File: src/rtl/fmc_pkg.sv
package fmc_pkg;

    typedef enum logic [2:0] {
        ST_IDLE,
        ST_FLUSH,
        ST_DRAIN,
        ST_RECFG,
        ST_DONE
    } fmc_state_e;

    typedef struct packed {
        fmc_state_e state;
        logic       op_fuse;   // sequence in progress is a fuse
        logic       fused;     // current mode
        logic       grp4;      // fused group holds four cores
        logic       rej;       // rejection pulse
    } fmc_regs_t;

endpackage

File: src/rtl/fmc_group_eval.sv
module fmc_group_eval #(
    parameter int NUM_CORES   = 4,
    parameter int SMALL_GROUP = 2,
    parameter int LARGE_GROUP = 4
) (
    input  logic                 grp_large,
    input  logic [NUM_CORES-1:0] core_busy,
    input  logic [NUM_CORES-1:0] core_empty,
    output logic                 any_busy,
    output logic                 all_empty
);

    logic [NUM_CORES-1:0] member;

    for (genvar i = 0; i < NUM_CORES; i++) begin : g_member
        localparam bit IN_SMALL = (i < SMALL_GROUP);
        localparam bit IN_LARGE = (i < LARGE_GROUP);
        assign member[i] = IN_SMALL | (grp_large & IN_LARGE);
    end

    assign any_busy  = |(core_busy & member);
    assign all_empty = &(core_empty | ~member);

endmodule

File: src/rtl/fmc_strobe_timer.sv
module fmc_strobe_timer #(
    parameter int HOLD = 2
) (
    input  logic clk,
    input  logic rst_n,
    input  logic run,
    output logic last
);

    localparam int W = (HOLD > 1) ? $clog2(HOLD) : 1;

    logic [W-1:0] cnt_d, cnt_q;

    always_comb begin
        last  = run && (cnt_q == W'(HOLD - 1));
        cnt_d = '0;
        if (run && !last) begin
            cnt_d = cnt_q + W'(1);
        end
    end

    always_ff @(posedge clk or negedge rst_n) begin
        if (!rst_n) begin
            cnt_q <= '0;
        end else begin
            cnt_q <= cnt_d;
        end
    end

endmodule

File: src/rtl/fusion_mode_ctrl.sv
module fusion_mode_ctrl
    import fmc_pkg::*;
#(
    parameter int NUM_CORES    = 4,
    parameter int RECFG_CYCLES = 2
) (
    input  logic                 clk,
    input  logic                 rst_n,
    input  logic                 fuse_req,
    input  logic                 split_req,
    input  logic                 group_four,
    input  logic                 fusable,
    input  logic [NUM_CORES-1:0] core_busy,
    input  logic [NUM_CORES-1:0] core_empty,
    output logic                 flush_pipe,
    output logic                 flush_icache,
    output logic                 recfg_fetch,
    output logic                 recfg_steer,
    output logic                 recfg_itag,
    output logic                 mode_fused,
    output logic                 mode_group4,
    output logic                 done,
    output logic                 rejected
);

    localparam int SMALL_GROUP = 2;
    localparam int LARGE_GROUP = 4;

    fmc_regs_t r_d, r_q;
    logic      grp_sel;
    logic      any_busy;
    logic      all_empty;
    logic      recfg_last;

    // Independent: evaluate the requested size; fused: the stored size.
    assign grp_sel = r_q.fused ? r_q.grp4 : group_four;

    fmc_group_eval #(
        .NUM_CORES  (NUM_CORES),
        .SMALL_GROUP(SMALL_GROUP),
        .LARGE_GROUP(LARGE_GROUP)
    ) u_group (
        .grp_large (grp_sel),
        .core_busy (core_busy),
        .core_empty(core_empty),
        .any_busy  (any_busy),
        .all_empty (all_empty)
    );

    fmc_strobe_timer #(
        .HOLD(RECFG_CYCLES)
    ) u_timer (
        .clk  (clk),
        .rst_n(rst_n),
        .run  (r_q.state == ST_RECFG),
        .last (recfg_last)
    );

    always_comb begin
        r_d     = r_q;
        r_d.rej = 1'b0;
        unique case (r_q.state)
            ST_IDLE: begin
                if (fuse_req) begin
                    if (r_q.fused) begin
                        r_d.state = ST_DONE;
                    end else if (!fusable || any_busy) begin
                        r_d.rej = 1'b1;
                    end else begin
                        r_d.state   = ST_FLUSH;
                        r_d.op_fuse = 1'b1;
                        r_d.grp4    = group_four;
                    end
                end else if (split_req) begin
                    if (!r_q.fused) begin
                        r_d.state = ST_DONE;
                    end else begin
                        r_d.state   = ST_DRAIN;
                        r_d.op_fuse = 1'b0;
                    end
                end
            end
            ST_FLUSH: r_d.state = ST_RECFG;
            ST_DRAIN: begin
                if (all_empty) begin
                    r_d.state = ST_RECFG;
                end
            end
            ST_RECFG: begin
                if (recfg_last) begin
                    r_d.state = ST_DONE;
                    r_d.fused = r_q.op_fuse;
                end
            end
            ST_DONE: r_d.state = ST_IDLE;
            default: r_d.state = ST_IDLE;
        endcase
    end

    always_ff @(posedge clk or negedge rst_n) begin
        if (!rst_n) begin
            r_q <= '{state: ST_IDLE, default: '0};
        end else begin
            r_q <= r_d;
        end
    end

    assign flush_pipe   = (r_q.state == ST_FLUSH);
    assign flush_icache = (r_q.state == ST_FLUSH);
    assign recfg_fetch  = (r_q.state == ST_RECFG);
    assign recfg_steer  = (r_q.state == ST_RECFG);
    assign recfg_itag   = (r_q.state == ST_RECFG);
    assign done         = (r_q.state == ST_DONE);
    assign rejected     = r_q.rej;
    assign mode_fused   = r_q.fused;
    assign mode_group4  = r_q.fused & r_q.grp4;

endmodule

File: config.mk
export PLATFORM = sky130hd
export DESIGN_NAME = fusion_mode_ctrl
export DESIGN_NICKNAME = d
export VERILOG_FILES = /design/src/rtl/fmc_pkg.sv /design/src/rtl/fmc_group_eval.sv /design/src/rtl/fmc_strobe_timer.sv /design/src/rtl/fusion_mode_ctrl.sv
export SDC_FILE = /design/constraint.sdc
export NUM_CORES = 1
export LEC_CHECK = 0
export ABC_CLOCK_PERIOD_IN_PS = 2740
export BUFFER_PORTS_ARGS = -buffer_cell sky130_fd_sc_hd__buf_2
export CAP_MARGIN = 10
export CORE_AREA = 2 2 39 41
export DETAILED_ROUTE_END_ITERATION = 12
export DIE_AREA = 0 0 41 43
export PLACE_DENSITY_LB_ADDON = 0.3
export SYNTH_ARGS = -nofsm -noshare
export SYNTH_HDL_FRONTEND = slang
export SYNTH_SLANG_ARGS = --single-unit
File: constraint.sdc
create_clock -name clk -period 2.74 [get_ports clk]
set_clock_uncertainty 0.2 [all_clocks]
set_input_delay 0.274 -clock clk [delete_from_list [all_inputs] [get_ports clk]]
set_output_delay 0.274 -clock clk [all_outputs]
set_load 0.01 [all_outputs]
Word level (Yosys, flattened, before mapping)
Index checks and enable logic that the tools add are counted.
- flip-flop bits (word level): 8
- input bits: 14
- output and inout port bits: 9
- word-level logic and storage cells: 53
- add/sub/neg operators: 1
- eq/ne operators: 10
- mux-type cells: 16
- bitwise logic cells: 6
- reductions and logical operators: 14
- operators by type and width (kind ; number):
    $mux 3 ; 4
    $mux 4 ; 3
    $pmux 3 s4 ; 1
    $reduce_and 4->1 ; 3
    $mux 1 ; 8
    $ne 2x2->1 const B ; 4
    $eq 3x2->1 const B ; 2
    $reduce_and 5->1 ; 1
    $and 4x4->4 ; 1
    $ne 4x4->1 const B ; 1
    $not 4->4 ; 1
    $or 4x4->4 ; 1
    $reduce_bool 2->1 ; 2
    $reduce_or 4->1 ; 1
    $eq 3x1->1 const B ; 1
    $eq 3x3->1 const B ; 1
    $logic_not 3->1 ; 1
    $ne 3x3->1 const B ; 1
    $logic_and 1x1->1 ; 2
    $logic_not 1->1 ; 2
    $not 1->1 ; 2
    $reduce_and 2->1 ; 1
    $add 1x1->1 const B ; 1
    $and 1x1->1 ; 1
    $logic_or 1x1->1 ; 1

Logic depth before layout (Yosys ltp)
- depth in word-level cells: 8
- mapped depth: 5
- gate-level depth less buffers: 5

Cells and area by module
Synthesis repeated with hierarchy kept, for this count alone.
- cells, all modules: 57
- area, all modules: 554.3 sq um
- by module, submodules not included (module ; instances ; cells each ; area an instance (sq um) ; seq. area each (sq um)):
    fusion_mode_ctrl ; 1 ; 48 ; 484.2 ; 175.2
    fmc_strobe_timer ; 1 ; 3 ; 41.3 ; 25.0
    fmc_group_eval ; 1 ; 6 ; 28.8 ; 0.0

Worst setup path before layout
Ideal clock, no wire load.
- kind: flip-flop to flip-flop
- from: register r_q (netlist bit mode_fused)
- to: register r_q[1] (netlist bit)
- data arrival time: 1382 ps
- data required time: 2415 ps
- path slack: 1032 ps
- cell stages (with the launch flop): 5
- path buffers: 0
- clock period less this slack: 1708 ps
- path through: dfrtp_1 mux2_4 a21oi_4 nand4_2 mux2_4
- cells in the longest elaborated chain, start to end: 6
- RTL lines (item ; RTL line ; RTL):
    start, declared ; fusion_mode_ctrl.sv:29 ; fmc_regs_t r_d, r_q;
    start signal, assigned ; fusion_mode_ctrl.sv:104 ; r_q <= r_d;
    $mux 1 ; fusion_mode_ctrl.sv:36 ; assign grp_sel = r_q.fused ? r_q.grp4 : group_four;
    $and 4x4->4 ; fmc_group_eval.sv:21 ; assign any_busy = |(core_busy & member);
    $reduce_or 4->1 ; fmc_group_eval.sv:21 ;
    $logic_or 1x1->1 ; fusion_mode_ctrl.sv:67 ; end else if (!fusable || any_busy) begin
    $not 1->1 (no line) ; -- ;
    $reduce_and 4->1 (no line) (*) ; -- ;
Mark *: on every way between the ends. The rest lies on a longest branch, timed or not.
A chain may end at the register's enable or synchronous reset.

Worst setup path after layout
Same ends and word-level chain as after synthesis.

==> reports/results.tsv <==
stage	metric	value	unit
outcome	status	complete, no violations	
sta	final setup margin	1000	ps
logic_synthesis	synthesized area	581	sq um
finish	area of the multi-input gates	328	sq um
logic_synthesis	number of cells produced by synthesis	59	
floorplanning	die width	41	um
finish	layout cells sized above 1	0.425	
logic_synthesis	Syn Nets	77	
sta	Fmax	0.576	GHz
sta	Rel. slew slack	0.791	
clock_network	Reg clk slew, reported paths	60	ps
clock_network	clock sink total	8	
power	Pleak	0.000373	uW
logic_synthesis	Yosys warnings	0	
logic_synthesis	Synth Area in XOR/XNOR	0	
drt	DR WL/cell	12.7	um
logic_synthesis	#FFs+latches synth	8	
logic_synthesis	post-synthesis compound-gate area fraction	0.153	
sta	Setup TNS	0	ps
floorplanning	I/O pins	23	
finish	layout net count	100	
floorplanning	row count	14	
grt	vias in the first global route	433	
critical_path	Crit Path Category	reg2reg	
power	maximum VDD drop	252	uV
drt	DRT antenna net count	0	
floorplanning	Starting Density	0.420	
critical_path	Worst setup SP type	flop	
worst_hold_path	HP Class	in2reg	
placed_design	GP Congestion	0.736	
drt	drt initial violations	11	
placed_design	dpl cells	92	
grt	GRT Util Overall	0.155	
placed_design	port buffer count	22	
clock_network	CTS Buf Count	3	
logic_synthesis	mux share of post-synthesis cell area	0.0711	
grt	initial antenna violation count	0	
sta	Tmin final	1740	ps
logic_synthesis	sequential area share after synthesis	0.345	
job	Max Cap Viol	0	
placed_design	dpl ws	1000	ps
sta	fin crit share	0.634	
sta	setup violators final	0	
logic_synthesis	Post-Synth Adder-Cell Area	0.0862	
logic_synthesis	Post-Syn Area per Cell	9.84	sq um
sta	RSZ-0062 raised after global routing	no	
critical_path	worst endpoint required time	2680	ps
critical_path	Worst Path Arrival	1680	ps
floorplanning	die area	0.00176	sq mm
logic_synthesis	main combinational cell family by area after synthesis	simple AND/OR/NAND/NOR gates	
power	PD cells	720	mW/mm^2
finish	register area	200	sq um
clock_network	Worst-Skew Late Latency	250	ps
drt	drt pass-1 iters	4	
logic_synthesis	Cell variety after synth	28	
finish	synthesis-to-finish area growth	20.9	%
clock_network	Clock Root Buffer	clkbuf_4	
sta	Final Hold Fails	0	
drt	DRC errors left	0	
sta	Slew @ Worst Pin	311	ps
finish	most common cell after layout, fill and taps aside	buf_2	
clock_network	H-tree Lvls	1	
finish	FILL cells	135	
grt	gr ovfl total	0	
finish	commonest cells after routing, fill and taps aside	buf_2 (22), dfrtp_1 (8), nor2_1 (6), nand2_1 (4), ha_1 (4)	
sta	Slew Limit Fails	0	
floorplanning	Die Ht	43	um
drt	total number of vias	502	
critical_path	crit end category	flop	
clock_network	Post-CTS Setup Inserts	0	
logic_synthesis	Synth Area in Simple Gates	0.254	
floorplanning	Core Area	0.00138	sq mm
grt	first-pass GRT wire length	1840	um
drt	Via-to-Cell Ratio	5.23	
finish	n_diodes	0	
finish	Post-Layout Cell Count	96	
clock_network	clk buf depth	2	
clock_network	CTS tree	yes	
critical_path	CP max FO	8	
drt	Total Wirelength	1220	um
grt	pin count of the biggest net entering global routing	10	
[kinds of logic after synthesis]
group | after synthesis
AND/OR/NAND/NOR | 24
buffers and inverters | 8
AO/OA/AOI/OAI | 12
multiplexers | 3
flip-flops | 8
adder cells (fa/ha/maj) | 4
[metal layers]
metal / GRT usage / vias to the layer above / routed length (um) / part of all wire
li1: - / 247 / - / -
met1: 0.210 / 241 / 572 / 0.47
met2: 0.213 / 14 / 589 / 0.48
met3: 0.0471 / 0 / 54 / 0.044
met4: 0.0800 / 0 / 0 / 0
met5: 0 / - / 0 / 0
[registers in the layout, indices dropped and copies added (netlist names)]
register / cells
mode_fused: 1
u_timer.cnt_q: 1
rejected: 1
r_q: 5
[layout make-up]
class | count | area share
inverter | 3 | 0.0160
tap | 16 | 0.0285
clock buffer | 3 | 0.0321
sequential | 8 | 0.285
multi-input combinational | 43 | 0.467
timing repair buffer | 23 | 0.171
[per-stage QoR]
step / util / total power (uW) / instance area (sq um) / hold slack (ps)
final: 0.507 / 505 / 702 / 35.9
after global routing: 0.507 / 551 / 702 / 32.8
after CTS: 0.507 / 514 / 702 / 24.0
after detailed placement: 0.484 / 414 / 669 / -69.0
after global placement: 0.484 / 410 / 669 / -71.7
after floorplan: - / 389 / 581 / -222
[synthesized netlist by cell type]
library cell  instances  area, sq um
nor3_2                1         10.0
nand3b_1              2         15.0
o21ai_0               2         10.0
a211oi_1              3         22.5
a21oi_1               2         10.0
mux2_2                1         11.3
o22ai_1               1         6.26
nand4_2               1         12.5
ha_1                  4         50.1
or2_2                 1         6.26
nor4_1                1         6.26
and2_1                2         12.5
nor2b_1               1         6.26
a311oi_1              1         8.76
buf_4                 4         30.0
nand2_1               4         15.0
dfrtp_1               8          200
o21a_1                1         7.51
nor2_1                6         22.5
a21oi_4               1         16.3
o31ai_1               1         7.51
inv_1                 3         11.3
mux2_4                2         30.0
buf_6                 1         11.3
and3b_1               1         8.76
or3_4                 1         11.3
nor3_1                2         10.0
or3b_4                1         11.3
[report_power, final]
group          switching, uW  internal, uW
sequential              53.1           152
combinational            103           105
clock                   41.2          50.2
[path summary, 6_finish.rpt]
path	from	end	slack, ps	cells after the start
min	split_req	r_q[3]$_DFFE_PN0P_	40	2
min in group asynchronous	rst_n	r_q[1]$_DFFE_PN0P_	190	2
max in group asynchronous	rst_n	u_timer.cnt_q$_DFF_PN0_	1980	2
max reg2reg	mode_fused$_DFFE_PN0P_	r_q[1]$_DFFE_PN0P_	1000	4
min reg2reg	u_timer.cnt_q$_DFF_PN0_	u_timer.cnt_q$_DFF_PN0_	280	1
max	mode_fused$_DFFE_PN0P_	r_q[1]$_DFFE_PN0P_	1000	4
[critical path, stage by stage (launching register included)]
cell and delay [ps]:
dfrtp_1 470, mux2_4 360, a21oi_4 180, nand4_2 120
mux2_4 310
[repair_timing]
item | CTS | global route
resized for setup | 0 | 0
endpoints found under the hold margin | 8 | 0
hold buffers | 1 | 0
No activity file was read; power rests on OpenSTA's default activity.
